### config.mk
export PLATFORM = sky130hd
export DESIGN_NAME = ucode_seq
export DESIGN_NICKNAME = d
export VERILOG_FILES = /design/src/rtl/ucs_pkg.sv /design/src/rtl/ucs_store.sv /design/src/rtl/ucs_cond_sel.sv /design/src/rtl/ucs_next_addr.sv /design/src/rtl/ucode_seq.sv
export SDC_FILE = /design/constraint.sdc
export NUM_CORES = 1
export LEC_CHECK = 0
export CAP_MARGIN = 30
export CORE_ASPECT_RATIO = 0.5
export CORE_MARGIN = 2
export CORE_UTILIZATION = 30
export CTS_CLUSTER_DIAMETER = 50
export DETAILED_ROUTE_END_ITERATION = 16
export MAX_ROUTING_LAYER = met4
export PLACE_DENSITY_LB_ADDON = 0.15
export SLEW_MARGIN = 20
export SYNTH_ARGS = -nofsm -noshare
export SYNTH_HDL_FRONTEND = slang
export SYNTH_SLANG_ARGS = --single-unit
### constraint.sdc
create_clock -name clk -period 2.4 [get_ports clk]
set_clock_uncertainty 0.05 [all_clocks]
set_input_delay 0.24 -clock clk [delete_from_list [all_inputs] [get_ports clk]]
set_output_delay 0.24 -clock clk [all_outputs]
set_load 0.1 [all_outputs]
### src/rtl/ucs_pkg.sv
package ucs_pkg;
    localparam int ADDR_W = 3;
    localparam int CTRL_W = 7;
    localparam int SEL_W  = 2;
    localparam int WORD_W = SEL_W + ADDR_W + CTRL_W;

    typedef logic [ADDR_W-1:0] addr_t;
    typedef logic [CTRL_W-1:0] ctrl_t;

    typedef enum logic [SEL_W-1:0] {
        SEL_NONE   = 2'b00,
        SEL_ZCLEAR = 2'b01,
        SEL_ALWAYS = 2'b10,
        SEL_RSVD   = 2'b11
    } sel_e;

    typedef struct packed {
        sel_e  sel;
        addr_t target;
        ctrl_t ctrl;
    } uword_t;

    typedef struct packed {
        addr_t mpc;
        ctrl_t cwr;
    } seq_state_t;
endpackage

### src/rtl/ucs_store.sv
module ucs_store
    import ucs_pkg::*;
#(
    parameter int DEPTH = 6
) (
    input  logic   clk,
    input  logic   rst,
    input  logic   we,
    input  addr_t  waddr,
    input  uword_t wdata,
    input  addr_t  raddr,
    output uword_t rdata
);
    localparam int SPAN = 1 << ADDR_W;
    localparam int ROWS = (DEPTH < SPAN) ? DEPTH : SPAN;

    uword_t word_q [ROWS];

    for (genvar g = 0; g < ROWS; g++) begin : g_row
        logic   hit_w;
        uword_t word_d;
        always_comb begin
            hit_w  = we && (waddr == addr_t'(g));
            word_d = hit_w ? wdata : word_q[g];
        end
        always_ff @(posedge clk) begin
            word_q[g] <= word_d;
        end
    end

    always_comb begin
        rdata = '0;
        for (int i = 0; i < ROWS; i++) begin
            if (raddr == addr_t'(i)) begin
                rdata = word_q[i];
            end
        end
    end

    // unbacked addresses read as an empty word
    a_r10_unbacked_zero: assert property (@(posedge clk) disable iff (rst)
        (int'(raddr) >= ROWS) |-> (rdata == '0));
endmodule

### src/rtl/ucs_cond_sel.sv
module ucs_cond_sel
    import ucs_pkg::*;
(
    input  logic clk,
    input  logic rst,
    input  sel_e sel,
    input  logic zero,
    output logic take
);
    always_comb begin
        unique case (sel)
            SEL_NONE:   take = 1'b0;
            SEL_ZCLEAR: take = ~zero;
            SEL_ALWAYS: take = 1'b1;
            SEL_RSVD:   take = 1'b0;
            default:    take = 1'b0;
        endcase
    end

    // reserved select never branches
    a_r8_reserved_false: assert property (@(posedge clk) disable iff (rst)
        (sel == SEL_RSVD) |-> !take);
    // plain operate word never branches
    a_r5_none_false: assert property (@(posedge clk) disable iff (rst)
        (sel == SEL_NONE) |-> !take);
endmodule

### src/rtl/ucs_next_addr.sv
module ucs_next_addr
    import ucs_pkg::*;
(
    input  logic  load,
    input  addr_t start_addr,
    input  addr_t mpc,
    input  logic  take,
    input  addr_t target,
    output addr_t mpc_d
);
    addr_t step_w;

    always_comb begin
        step_w = mpc + addr_t'(1);
        if (load) begin
            mpc_d = start_addr;
        end else if (take) begin
            mpc_d = target;
        end else begin
            mpc_d = step_w;
        end
    end
endmodule

### src/rtl/ucode_seq.sv
module ucode_seq
    import ucs_pkg::*;
#(
    parameter int DEPTH = 6
) (
    input  logic              clk,
    input  logic              rst,
    input  logic              start_load_i,
    input  logic [ADDR_W-1:0] start_addr_i,
    input  logic              zero_i,
    input  logic              cs_we_i,
    input  logic [ADDR_W-1:0] cs_waddr_i,
    input  logic [WORD_W-1:0] cs_wdata_i,
    output logic [CTRL_W-1:0] ctrl_o
);
    seq_state_t state_d, state_q;
    uword_t     fetch_w;
    logic       take_w;
    addr_t      mpc_next_w;

    ucs_store #(.DEPTH(DEPTH)) store_i (
        .clk   (clk),
        .rst   (rst),
        .we    (cs_we_i),
        .waddr (cs_waddr_i),
        .wdata (uword_t'(cs_wdata_i)),
        .raddr (state_q.mpc),
        .rdata (fetch_w)
    );

    ucs_cond_sel cond_i (
        .clk  (clk),
        .rst  (rst),
        .sel  (fetch_w.sel),
        .zero (zero_i),
        .take (take_w)
    );

    ucs_next_addr next_i (
        .load       (start_load_i),
        .start_addr (start_addr_i),
        .mpc        (state_q.mpc),
        .take       (take_w),
        .target     (fetch_w.target),
        .mpc_d      (mpc_next_w)
    );

    always_comb begin
        state_d     = state_q;
        state_d.mpc = mpc_next_w;
        state_d.cwr = start_load_i ? '0 : fetch_w.ctrl;
    end

    always_ff @(posedge clk) begin
        if (rst) begin
            state_q <= '0;
        end else begin
            state_q <= state_d;
        end
    end

    assign ctrl_o = state_q.cwr;

    // start strobe loads the entry point and empties the control word
    a_r4_start_load: assert property (@(posedge clk) disable iff (rst)
        start_load_i |=> (state_q.mpc == $past(start_addr_i)) && (state_q.cwr == '0));
    // fetched control field lands in the register
    a_r3_fetch_cwr: assert property (@(posedge clk) disable iff (rst)
        !start_load_i |=> (state_q.cwr == $past(fetch_w.ctrl)));
    // unconditional select jumps to the target
    a_r7_always_jump: assert property (@(posedge clk) disable iff (rst)
        (!start_load_i && fetch_w.sel == SEL_ALWAYS) |=> (state_q.mpc == $past(fetch_w.target)));
    // non-branching step wraps modulo the address space
    a_r9_step_wrap: assert property (@(posedge clk) disable iff (rst)
        (!start_load_i && fetch_w.sel == SEL_RSVD) |=> (state_q.mpc == addr_t'($past(state_q.mpc) + 1)));
    // zero-clear select follows the flag
    a_r6_zero_clear: assert property (@(posedge clk) disable iff (rst)
        (!start_load_i && fetch_w.sel == SEL_ZCLEAR && zero_i) |=> (state_q.mpc == addr_t'($past(state_q.mpc) + 1)));
endmodule

# --- After elaboration in Yosys (flattened, before gate mapping) ---
# Memories as Yosys holds them, arrays and structs flattened.
# Cells that the tools add are included.
classes:
  mux: 15
  bitwise: 1
  n_reduce_logical: 11
  eq_ne: 13
  addsub: 1
ops:
  columns: ["operator", "count"]
  rows:
  - ["12-bit 2-to-1 mux", 12]
  - ["3-bit by 2-bit equality test with 1-bit output (second input constant)", 4]
  - ["3-bit equality test (second input constant)", 4]
  - ["3-bit by 1-bit equality test with 1-bit output (second input constant)", 2]
  - ["1-bit logical AND", 6]
  - ["3-bit logical NOT", 2]
  - ["3-bit 2-to-1 mux", 2]
  - ["2-bit equality test (second input constant)", 2]
  - ["2-bit OR reduction", 2]
  - ["3-bit by 1-bit adder with 3-bit output (second input constant)", 1]
  - ["1-bit one-hot mux with 3 select lines", 1]
  - ["2-bit by 1-bit equality test with 1-bit output (second input constant)", 1]
  - ["2-bit logical NOT", 1]
  - ["1-bit inverter", 1]
word_totals:
  memories: 1
  in_bits: 23
  ramBits: 72
  elab_cells: 44
  out_inout_bits: 7
  regBits: 10
memory_table:
  columns: ["name", "depth", "word_bits", "rd", "rd_clocked_by_memory_dff", "write_ports", "line", "text"]
  rows:
  - ["store_i.word_q", 6, 12, 6, 0, 6, "ucs_store.sv:17", "uword_t word_q [ROWS];"]

# --- Logic depth before layout (Yosys ltp) ---
# Gate-level depths: netlist of the first run.
depth:
  depth_word: 12
  ltp_mapped: 10
  mapped_depth_nobuf: 7

# --- Hierarchy ---
# Synthesis of the first run repeated with hierarchy kept, for this count alone.
unflattened:
  hier_cells: 222
  hier_area_um2: 3379.5
by_module_without_submodules:
  columns: ["module", "area_each_um2", "cells_per_inst", "seq_area_each_um2", "instances"]
  rows:
  - ["ucs_store", 2949.1, 181, 2162.1, 1]
  - ["ucode_seq", 335.3, 28, 200.2, 1]
  - ["ucs_next_addr", 78.8, 11, 0.0, 1]
  - ["ucs_cond_sel", 16.3, 2, 0.0, 1]

# --- Least setup slack after synthesis of the first run ---
# No wires, ideal clock.
synth_path:
  path_kind: "register -> register"
  from: "register state_q[9] in the netlist's numbering"
  to: "register state_q[8] in the netlist's numbering"
  arrival_time_ns: 2.047
  synth_period_minus_slack_ns: 2.167
  stages_incl_launch_ff: 9
  n_path_buf: 1
  setup_time_ns: 0.070
  t_required_ns: 2.280
  setup_slack_ns: 0.233
  path_cell_list: "dfxtp_1 inv_1 clkbuf_1 ha_1 or2_2 a221o_1 a31oi_1 mux2_2 a21boi_1"
synth_between:
  elab_chain_cells: 12
  elab_cells_between_ends: 20
synth_lines:
  columns: ["item", "line", "text"]
  rows:
  - ["from (decl)", "ucode_seq.sv:16", "seq_state_t state_d, state_q;"]
  - ["from (signal assigned)", "ucode_seq.sv:58", "state_q <= state_d;"]
  - ["3-bit logical NOT", "ucs_store.sv:34", "if (raddr == addr_t'(i)) begin"]
  - ["12-bit 2-to-1 mux (5 in a row)", "ucs_store.sv:34", null]
  - ["12-bit 2-to-1 mux (*)", "ucs_store.sv:34", null]
  - ["2-bit equality test / 2-bit logical NOT (equally long branches)", "ucs_cond_sel.sv:11", "unique case (sel)"]
  - ["2-bit OR reduction (no source line)", null, null]
  - ["1-bit one-hot mux with 3 select lines", "ucs_cond_sel.sv:11", null]
  - ["3-bit 2-to-1 mux (*)", "ucs_next_addr.sv:17", "end else if (take) begin"]
  - ["3-bit 2-to-1 mux (*)", "ucs_next_addr.sv:15", "if (load) begin"]
# Mark *: on every way between the ends. The rest lies on a longest branch, timed or not.
# A chain may end at the register's enable or synchronous reset.

# --- Worst setup path in the final report of the first run ---
layout_path:
  from: "register state_q[7] in the netlist's numbering"
  to: "register state_q[7] in the netlist's numbering"
layout_between:
  elab_chain_cells: 12
  elab_cells_between_ends: 21
layout_lines:
  columns: ["item", "line"]
  rows:
  - ["3-bit logical NOT", "ucs_store.sv:34"]
  - ["12-bit 2-to-1 mux (6 in a row)", "ucs_store.sv:34"]
  - ["2-bit equality test / 2-bit logical NOT (equally long branches)", "ucs_cond_sel.sv:11"]
  - ["2-bit OR reduction (no source line)", null]
  - ["1-bit one-hot mux with 3 select lines", "ucs_cond_sel.sv:11"]
  - ["3-bit 2-to-1 mux (*)", "ucs_next_addr.sv:17"]
  - ["3-bit 2-to-1 mux (*)", "ucs_next_addr.sv:15"]
# Marked as above.

==> results.cfg, run 1 <==
[outcome]
status = finished clean

[global_routing]
grt_pass1_wl_um = 12950
grt_usage = 0.1424
antenna_found_initial = 0
grt_start_max_net_pins = 25
use_met3 = 0.03415
grt_busiest_layer = met2
groute.layer.met1.usage = 0.1887
overflow = 0
grt_pass1_vias = 2345
grtUsageMet2 = 0.2161

[cts]
cts_tree = done
path_clk_slew_ps = 60
ctsHoldBuffers = 0
clk_latency_ps = 340
numCtsBuffers = 9
root_buffer = clkbuf_16
clock_path_buffers = 2
post_cts.repair.setup_buffers = 0
clock-sinks = 82
h-tree-depth = 3

[sta]
setup_viol = 0
setup_ws_ps = 153.9
timing_hold_violations_final = 0
slew_headroom = 0.6072
tightestPinTransition_ps = 588.1
min_period_ps = 2246
tns_ps = 0
drv_slew = 0
rsz0062_at_grt = no
period_share = 0.9359
fmax_mhz = 445.2

[finish]
fillers = 1107
drive_gt1_frac = 0.1688
final_common_cell = edfxtp_1
layout_common_cells = edfxtp_1 (72), nand2_1 (29), a21oi_1 (27)
diodes = 0
area_growth_pct = 24.69
final_nets = 343

[routing]
wl_per_cell_um = 16.97
drc_errors = 0
antenna_left = 0
dr.pass1.iters = 6
first_iter_violations = 184
routed_wl_um = 8231
vias_per_cell = 4.841
vias = 2348

[floorplan]
die_w_um = 158.5
core-area_um2 = 11740
die_area_um2 = 12870
ioPinCount = 30
start_util = 0.3049
die_h_um = 81.23
rows = 28

[yosys]
async_reset_ff_frac = 0
synth_simple_gate_area_frac = 0.1374
synthXorXnorAreaFrac = 0
synth-seq-area-share = 0.6601
synthesis.nets = 305
yosys_register_bits = 82
synth-compound-area-share = 0.1500
synth_area_leaders = edfxtp_1 (60%), dfxtp_1 (5.6%), a21oi_1 (3.8%)
syn_area_per_cell_um2 = 12.92
synth_adder_area_share = 0.01748
yosysWarnings = 0
ys.flop_type = edfxtp_1
synth-edff-count = 72
syn-cell-area_um2 = 3578
synth_area_leader_cell = edfxtp_1
syn_inst = 277
ys_types = 40
synth_mux_area_frac = 0.003147
synth_top_family_by_area = compound AO/OA/AOI/OAI gates
post-synth-top-area-fraction = 0.6042

[setup_path]
crit_slowest_cell = a221oi_2
worstPathCellList = inv_1, ha_1, buf_4, nor2b_1, a211o_1, a221oi_2, a21oi_1, o211ai_1
cp.arrival_ps = 2450
cp_max_fo = 20
endpoint_kind = register
critPathKind = reg2reg
worstPathRequired_ps = 2600
crit_path_start_kind = register
critPathMaxStageDelay_ps = 400

[placement]
dp_hpwl_um = 5276
numPortBuffers = 29
place_ws_ps = 194.0
gp_congestion = 0.8437

[power_and_ir_drop]
p_leak_nw = 1.520
power_density_nw_per_um2 = 1118
peakVddDrop_mv = 0.4575
fin_total_pwr_mw = 4.987

[min_path]
min_path_type = in2reg

[run]
drv_cap = 0
-- timing repair --
action | CTS | global route
endpoints found under the setup margin | 0 | 1
gates resized for setup | 0 | 1
hold endpoints to repair | 0 | 0
-- final cells by class --
type	instances	area, µm²	area share
Sequential cell	82	2362	0.5294
Multi-Input combinational cell	169	1120	0.2510
Timing Repair Buffer	45	417.9	0.09366
Clock buffer	9	225.2	0.05048
Tap cell	165	206.4	0.04627
Clock inverter	7	100.1	0.02243
Inverter	8	30.03	0.006730
-- state kept, by name (all words and copies together), names as in the netlist --
| signal | count |
|---|---|
| state_q | 3 |
| ctrl_o | 7 |
| store_i.word_q | 72 |
-- stage by stage --
step / utilization / area [µm²] / cells / hold WS [ps]
after floorplan: - / 3578 / 277 / 288.9
after global placement: 0.3522 / 4134 / 469 / 511.4
after detailed placement: 0.3522 / 4134 / 469 / 530.1
after CTS: 0.3800 / 4459 / 485 / 444.0
after global routing: 0.3802 / 4462 / 485 / 503.7
final: 0.3802 / 4462 / 485 / 454.4
-- critical path, delay by kind of cell, from the launching register on --
| family | cells | cell delay (ps) |
|---|---|---|
| flip-flops | 1 | 370 |
| AND/OR/NAND/NOR | 1 | 150 |
| AO/OA/AOI/OAI | 4 | 980 |
| buffers and inverters | 2 | 330 |
| adder cells (fa/ha/maj) | 1 | 270 |
-- power by group --
group	switching, mW	internal, mW	total, mW
Combinational	1.11	0.705	1.81
Clock	0.566	0.922	1.49
Sequential	0.0399	1.65	1.69
-- routing by layer --
metal,up-vias,part of all wire
met2,51,0.45
met1,1157,0.49
met5,-,0
met3,11,0.037
li1,1129,-
met4,0,0.021
-- final timing paths --
| check | start | endpoint | slack (ps) | cells past startpoint |
|---|---|---|---|---|
| max | state_q[7]$_SDFF_PP0_ | state_q[7]$_SDFF_PP0_ | 150 | 8 |
| min | start_addr_i[0] | state_q[7]$_SDFF_PP0_ | 450 | 3 |
| max reg2reg | state_q[7]$_SDFF_PP0_ | state_q[7]$_SDFF_PP0_ | 150 | 8 |
| min reg2reg | store_i.word_q[3][2]$_DFFE_PP_ | ctrl_o[2]$_SDFF_PP0_ | 540 | 2 |
-- cell usage after synthesis (4+ instances only) --
library cell,count
a32oi_1,7
inv_1,8
o21ai_0,8
a21oi_1,27
nand2b_1,16
nor2b_1,5
buf_2,4
a221oi_2,4
dfxtp_1,10
edfxtp_1,72
nand2_1,29
clkbuf_1,11
nor2_1,6
nand3_1,9
ha_1,5
a211o_1,9
nand3b_1,13
-- cells by family (layout without fill, tap and decap cells) --
group           count (synthesis)  after routing
simple gates                   90             90
flops                          82             82
compound gates                 73             73
buf+inv                        26             69
fa+ha+maj                       5              5
mux                             1              1
Power figures use the tool's default switching activity.
==> run 2: changes to the inputs <==
--- a/config.mk
+++ b/config.mk
@@ -16,4 +16,5 @@
 export SLEW_MARGIN = 20
 export SYNTH_ARGS = -nofsm -noshare
 export SYNTH_HDL_FRONTEND = slang
+export SYNTH_HIERARCHICAL = 1
 export SYNTH_SLANG_ARGS = --single-unit
==> run 2 against run 1 <==
Net effect:
- synthesized cell count is 20% lower
- die area is 5.4% lower
- utilization is 0.46 points lower
- total power is 30% lower
- worst hold slack better by 86 ps
==> results.cfg, run 2 <==
[routing]
routed_wl_um = 7150
wl_per_cell_um = 17.52
vias = 1922
drc_errors = 0
vias_per_cell = 4.711
first_iter_violations = 125
antenna_left = 0
dr.pass1.iters = 4

[outcome]
status = finished clean

[setup_path]
r2r_slack_ps = 260
crit_slowest_cell = nor3b_2
cp_max_fo = 11
worstPathRequired_ps = 2550
cp.arrival_ps = 2300
worstPathCellList = nor3b_2, nand2_1, o211ai_1, nand2b_1, mux2i_2, o21ai_1, mux2_2, nor2b_1
critPathKind = reg2reg
crit_path_start_kind = register
critPathMaxStageDelay_ps = 410
endpoint_kind = register

[yosys]
yosysWarnings = 6
synth-edff-count = 72
synth.most_common_cell = edfxtp_1
ys.flop_type = edfxtp_1
synthTopCellsByCount = edfxtp_1 (72), nand2_1 (16), mux2i_1 (15), nor2b_1 (15)
syn_area_per_cell_um2 = 15.22
synthesis.nets = 246
synth-seq-area-share = 0.6990
async_reset_ff_frac = 0
ys_types = 26
syn_inst = 222
post-synth-top-area-fraction = 0.6398
syn-cell-area_um2 = 3379
yosys_register_bits = 82
synth_area_leader_cell = edfxtp_1
synth_area_leaders = edfxtp_1 (64%), dfxtp_1 (5.9%), mux2i_1 (4.4%)

[power_and_ir_drop]
net-switching-power_mw = 0.8165
p_leak_nw = 1.331
sw_frac_of_total = 0.2355
seqPwrFrac = 0.473
p_int_mw = 2.650
power_density_nw_per_um2 = 840.7
clkPwrFrac = 0.387
pwr-share-comb = 0.140
peakVddDrop_mv = 0.3570

[sta]
period_share = 0.8937
drv_slew = 0
tns_ps = 0
rsz0062_at_grt = no
timing_hold_violations_final = 0
fmax_mhz = 466.2
slew_headroom = 0.6411
tightestPinTransition_ps = 536.6
setup_viol = 0
min_period_ps = 2145

[floorplan]
rows = 27
die_h_um = 79.05
die_area_um2 = 12180
ioPinCount = 30
core-area_um2 = 10980
start_util = 0.3078
die_w_um = 154.1

[finish]
design_area_um2 = 4124
largest_register_ff_count = 72
drive_gt1_frac = 0.1787
top_register = store_i/word_q
layout_common_cells = edfxtp_1 (72), buf_4 (24), clkdlybuf4s50_1 (22)
fillers = 1050
diodes = 0
area_growth_pct = 22.03
final_common_cell = edfxtp_1
final_nets = 282

[run]
drv_cap = 0

[global_routing]
grt_start_max_net_pins = 25
antenna_found_initial = 0
grt_pass1_wl_um = 10970
overflow = 0
grt_pass1_vias = 1915
grt_usage = 0.1299

[cts]
path_clk_slew_ps = 60
root_buffer = clkbuf_16
clock-sinks = 82
ctsHoldBuffers = 0
h-tree-depth = 3
clock_path_buffers = 2
cts_tree = done
clk_latency_ps = 340
numCtsBuffers = 9

[placement]
dp_hpwl_um = 4759
numPortBuffers = 29
placed_cell_area_um2 = 3820
gp_congestion = 0.7840

[min_path]
min_path_type = in2reg
[run 2: logic make-up after synthesis]
group / count (synthesis) / share of synthesized area
AND/OR/NAND/NOR: 62 / 0.1118
multiplexers: 16 / 0.04776
flip-flops: 82 / 0.6990
XOR/XNOR: 1 / 0.002592
AO/OA/AOI/OAI: 39 / 0.08886
buffers and inverters: 21 / 0.04628
adder cells (fa/ha/maj): 1 / 0.003702
[run 2: worst max-delay path, delay by kind of cell (launching register included)]
| family | cells | cell delay [ps] |
|---|---|---|
| and+or+nand+nor | 4 | 770 |
| muxes | 2 | 560 |
| DFF | 1 | 380 |
| AOI/OAI and AO/OA | 2 | 240 |
[run 2: area by class of cell]
type	instances	area (µm²)	area share
sequential	82	2365	0.5734
multi-input combinational	119	879.6	0.2133
timing repair buffer	46	400.4	0.09709
clock buffer	12	246.5	0.05977
tap	145	181.4	0.04399
clock inverter	4	51.30	0.01244
[run 2: path summary, 6_finish.rpt]
check / startpoint / endpoint / cells after the start
max: state_q[7]$_SDFF_PP0_ / state_q[7]$_SDFF_PP0_ / 8
min: cs_wdata_i[2] / store_i/word_q[2][2]$_DFFE_PP_ / 1
max reg2reg: state_q[7]$_SDFF_PP0_ / state_q[7]$_SDFF_PP0_ / 8
min reg2reg: store_i/word_q[4][2]$_DFFE_PP_ / ctrl_o[2]$_SDFF_PP0_ / 3
[run 2: per-stage QoR]
step                cells    util  worst slack, ps  power [mW]  hold WS [ps]
finish                408  0.3756            255.2       3.467         540.1
global route          408  0.3756            116.1       3.621         565.3
CTS                   408  0.3750            123.4       3.508         526.7
detailed placement    392  0.3479            138.4       2.155         586.8
global placement      392  0.3479            223.0       2.148         586.1
floorplan             222       -            370.0       2.016         266.1
[run 2: repair_timing]
action                                 CTS  global route
buffers inserted                         0             0
endpoints found under the hold margin    0             0
setup endpoints to repair                0             3
resized for setup                        0             3
[run 2: per-layer routing]
metal / GRT usage / up-vias / wire (µm) / share of wire
met5: - / - / 0 / 0
met2: 0.1928 / 27 / 3272 / 0.46
met3: 0.03876 / 8 / 252 / 0.035
met1: 0.1667 / 972 / 3511 / 0.49
li1: - / 915 / - / -
met4: 0.05607 / 0 / 114 / 0.016
[run 2: power by group through the flow]
stage	sequential, mW	clock (mW)	combinational [mW]
2_1_floorplan	1.65	0	0.364
3_3_place_gp	1.67	0	0.481
3_5_place_dp	1.67	0	0.485
4_1_cts	1.64	1.38	0.487
5_1_grt	1.65	1.45	0.525
6_report	1.64	1.34	0.484
==> run 3: changes to the inputs <==
--- a/config.mk
+++ b/config.mk
@@ -8,7 +8,7 @@
 export CAP_MARGIN = 30
 export CORE_ASPECT_RATIO = 0.5
 export CORE_MARGIN = 2
-export CORE_UTILIZATION = 30
+export CORE_UTILIZATION = 53
 export CTS_CLUSTER_DIAMETER = 50
 export DETAILED_ROUTE_END_ITERATION = 16
 export MAX_ROUTING_LAYER = met4
==> run 3 against run 2 <==
Net effect:
- global-route usage is 8.2 points higher
- sequential share of layout area grew 1.4 points
- critical path type unchanged
- die area is 42% lower
- clock power fell by 4%
- worst hold slack better by 9.2 ps
- first-iteration DRC count is 20% lower
- sequential power about the same
- sequential cell count did not move
- utilization up 28 points
- maximum frequency down 2.8%
- critical path depth did not move
- total power is 1.7% lower
- largest cell class unchanged
==> results.cfg, run 3 (synthesized netlist as in run 2, its figures left out) <==
[floorplan]
core-area_um2 = 6106
start_util = 0.5535
rows = 20
die_area_um2 = 7070
ioPinCount = 30
die_h_um = 60.47
die_w_um = 116.9

[routing]
wl_met2_um = 2897
dr_wl_met3_um = 464
first_iter_violations = 100
vias = 1924
drc_errors = 0
dr.pass1.iters = 4
highest_layer = met4
vias_per_cell = 5.497
routed_wl_um = 6652
routedLengthMet1_um = 3229
wl_per_cell_um = 19.01
antenna_left = 0

[setup_path]
critPathMaxStageDelay_ps = 440
crit_path_start_kind = register
crit_slowest_cell = mux2i_1
critPathKind = reg2reg
cp_max_fo = 15
worstPathRequired_ps = 2550
r2r-start = state_q[7]$_SDFF_PP0_
r2r_slack_ps = 190
endpoint_kind = register
r2r-end = state_q[7]$_SDFF_PP0_
cp.arrival_ps = 2360
worstPathCellList = buf_4, nand3b_1, o21a_1, o211ai_1, mux2i_1, o21ai_1, mux2_2, nor2b_1
reg2reg_depth = 8

[global_routing]
grt_usage = 0.2124
antenna_found_initial = 0
grt_pass1_vias = 1861
grt_start_max_net_pins = 23
overflow = 0
grt_pass1_wl_um = 10070

[finish]
final_common_cell = edfxtp_1
diodes = 0
multiInputGateArea_um2 = 870.8
fillers = 441
drive_gt1_frac = 0.1565
layout_common_cells = edfxtp_1 (72), buf_4 (23), clkdlybuf4s50_1 (22)
final_util = 0.6588
largest_register_ff_count = 72
final_nets = 281
seq_area_um2 = 2362
top_register = store_i/word_q
area_growth_pct = 19.03

[min_path]
min_from = cs_wdata_i[1]
min_path_type = in2reg
hold_depth = 1
whs_endpoint = store_i/word_q[3][1]$_DFFE_PP_

[sta]
drv_slew = 0
fmax_mhz = 453.1
period_share = 0.9195
tightestPinTransition_ps = 426.0
rsz0062_at_grt = no
setup_viol = 0
timing_hold_violations_final = 0
tns_ps = 0
slew_headroom = 0.7078
min_period_ps = 2207

[power_and_ir_drop]
peakVddDrop_mv = 0.4386
power_density_nw_per_um2 = 847.4
p_leak_nw = 1.315
fin_total_pwr_mw = 3.409

[outcome]
status = finished clean

[cts]
ctsHoldBuffers = 0
clk_latency_ps = 320
h-tree-depth = 3
root_buffer = clkbuf_16
clock-sinks = 82
cts_tree = done
post_cts.repair.setup_buffers = 0
cts_resized = 0
numCtsBuffers = 9
path_clk_slew_ps = 60
clock_path_buffers = 2

[placement]
gp_congestion = 0.8760
dp_hpwl_um = 4317
numPortBuffers = 29

[run]
drv_cap = 0
-- run 3: worst max path at each step --
stage                          startpoint                    end  depth (start not counted)
finish              state_q[7]$_SDFF_PP0_  state_q[7]$_SDFF_PP0_                          8
global route        state_q[8]$_SDFF_PP0_  state_q[7]$_SDFF_PP0_                          8
CTS                 state_q[7]$_SDFF_PP0_  state_q[7]$_SDFF_PP0_                          8
detailed placement  state_q[7]$_SDFF_PP0_  state_q[7]$_SDFF_PP0_                          8
global placement    state_q[7]$_SDFF_PP0_  state_q[7]$_SDFF_PP0_                          8
floorplan           state_q[9]$_SDFF_PP0_  state_q[7]$_SDFF_PP0_                         10
-- run 3: routing by layer --
layer  track usage  vias to the layer above
li1              -                      914
met1        0.3013                      947
met2        0.3047                       55
met3       0.05594                        8
met4       0.06387                        0
met5             -                        -
-- run 3: worst max-delay path: cells and delay by family, from the launching register on --
family	cells	cell delay [ps]
muxes	2	700
DFF	1	430
AOI/OAI and AO/OA	3	410
buffers and inverters	1	260
and+or+nand+nor	2	230
-- run 3: final cells by class --
type	count	area share
tap	88	0.02737
clock buffer	10	0.05692
timing repair buffer	45	0.09767
clock inverter	6	0.01431
multi-input combinational	119	0.2165
sequential	82	0.5872
-- run 3: per-stage QoR --
| step | cell area, µm² | worst slack (ps) | instances | hold WS (ps) |
|---|---|---|---|---|
| 6_report | 4023 | 193.1 | 350 | 549.3 |
| 5_1_grt | 4023 | 92.90 | 350 | 563.7 |
| 4_1_cts | 4023 | 198.8 | 350 | 545.3 |
| 3_5_place_dp | 3736 | 214.2 | 334 | 592.3 |
| 3_3_place_gp | 3736 | 248.2 | 334 | 567.5 |
| 2_1_floorplan | 3379 | 370.0 | 222 | 266.1 |
-- run 3: power by group --
part / leakage (nW) / internal (mW) / switching [mW]
sequential: 0.736 / 1.61 / 0.0247
combinational: 0.445 / 0.200 / 0.284
clock: 0.134 / 0.795 / 0.494
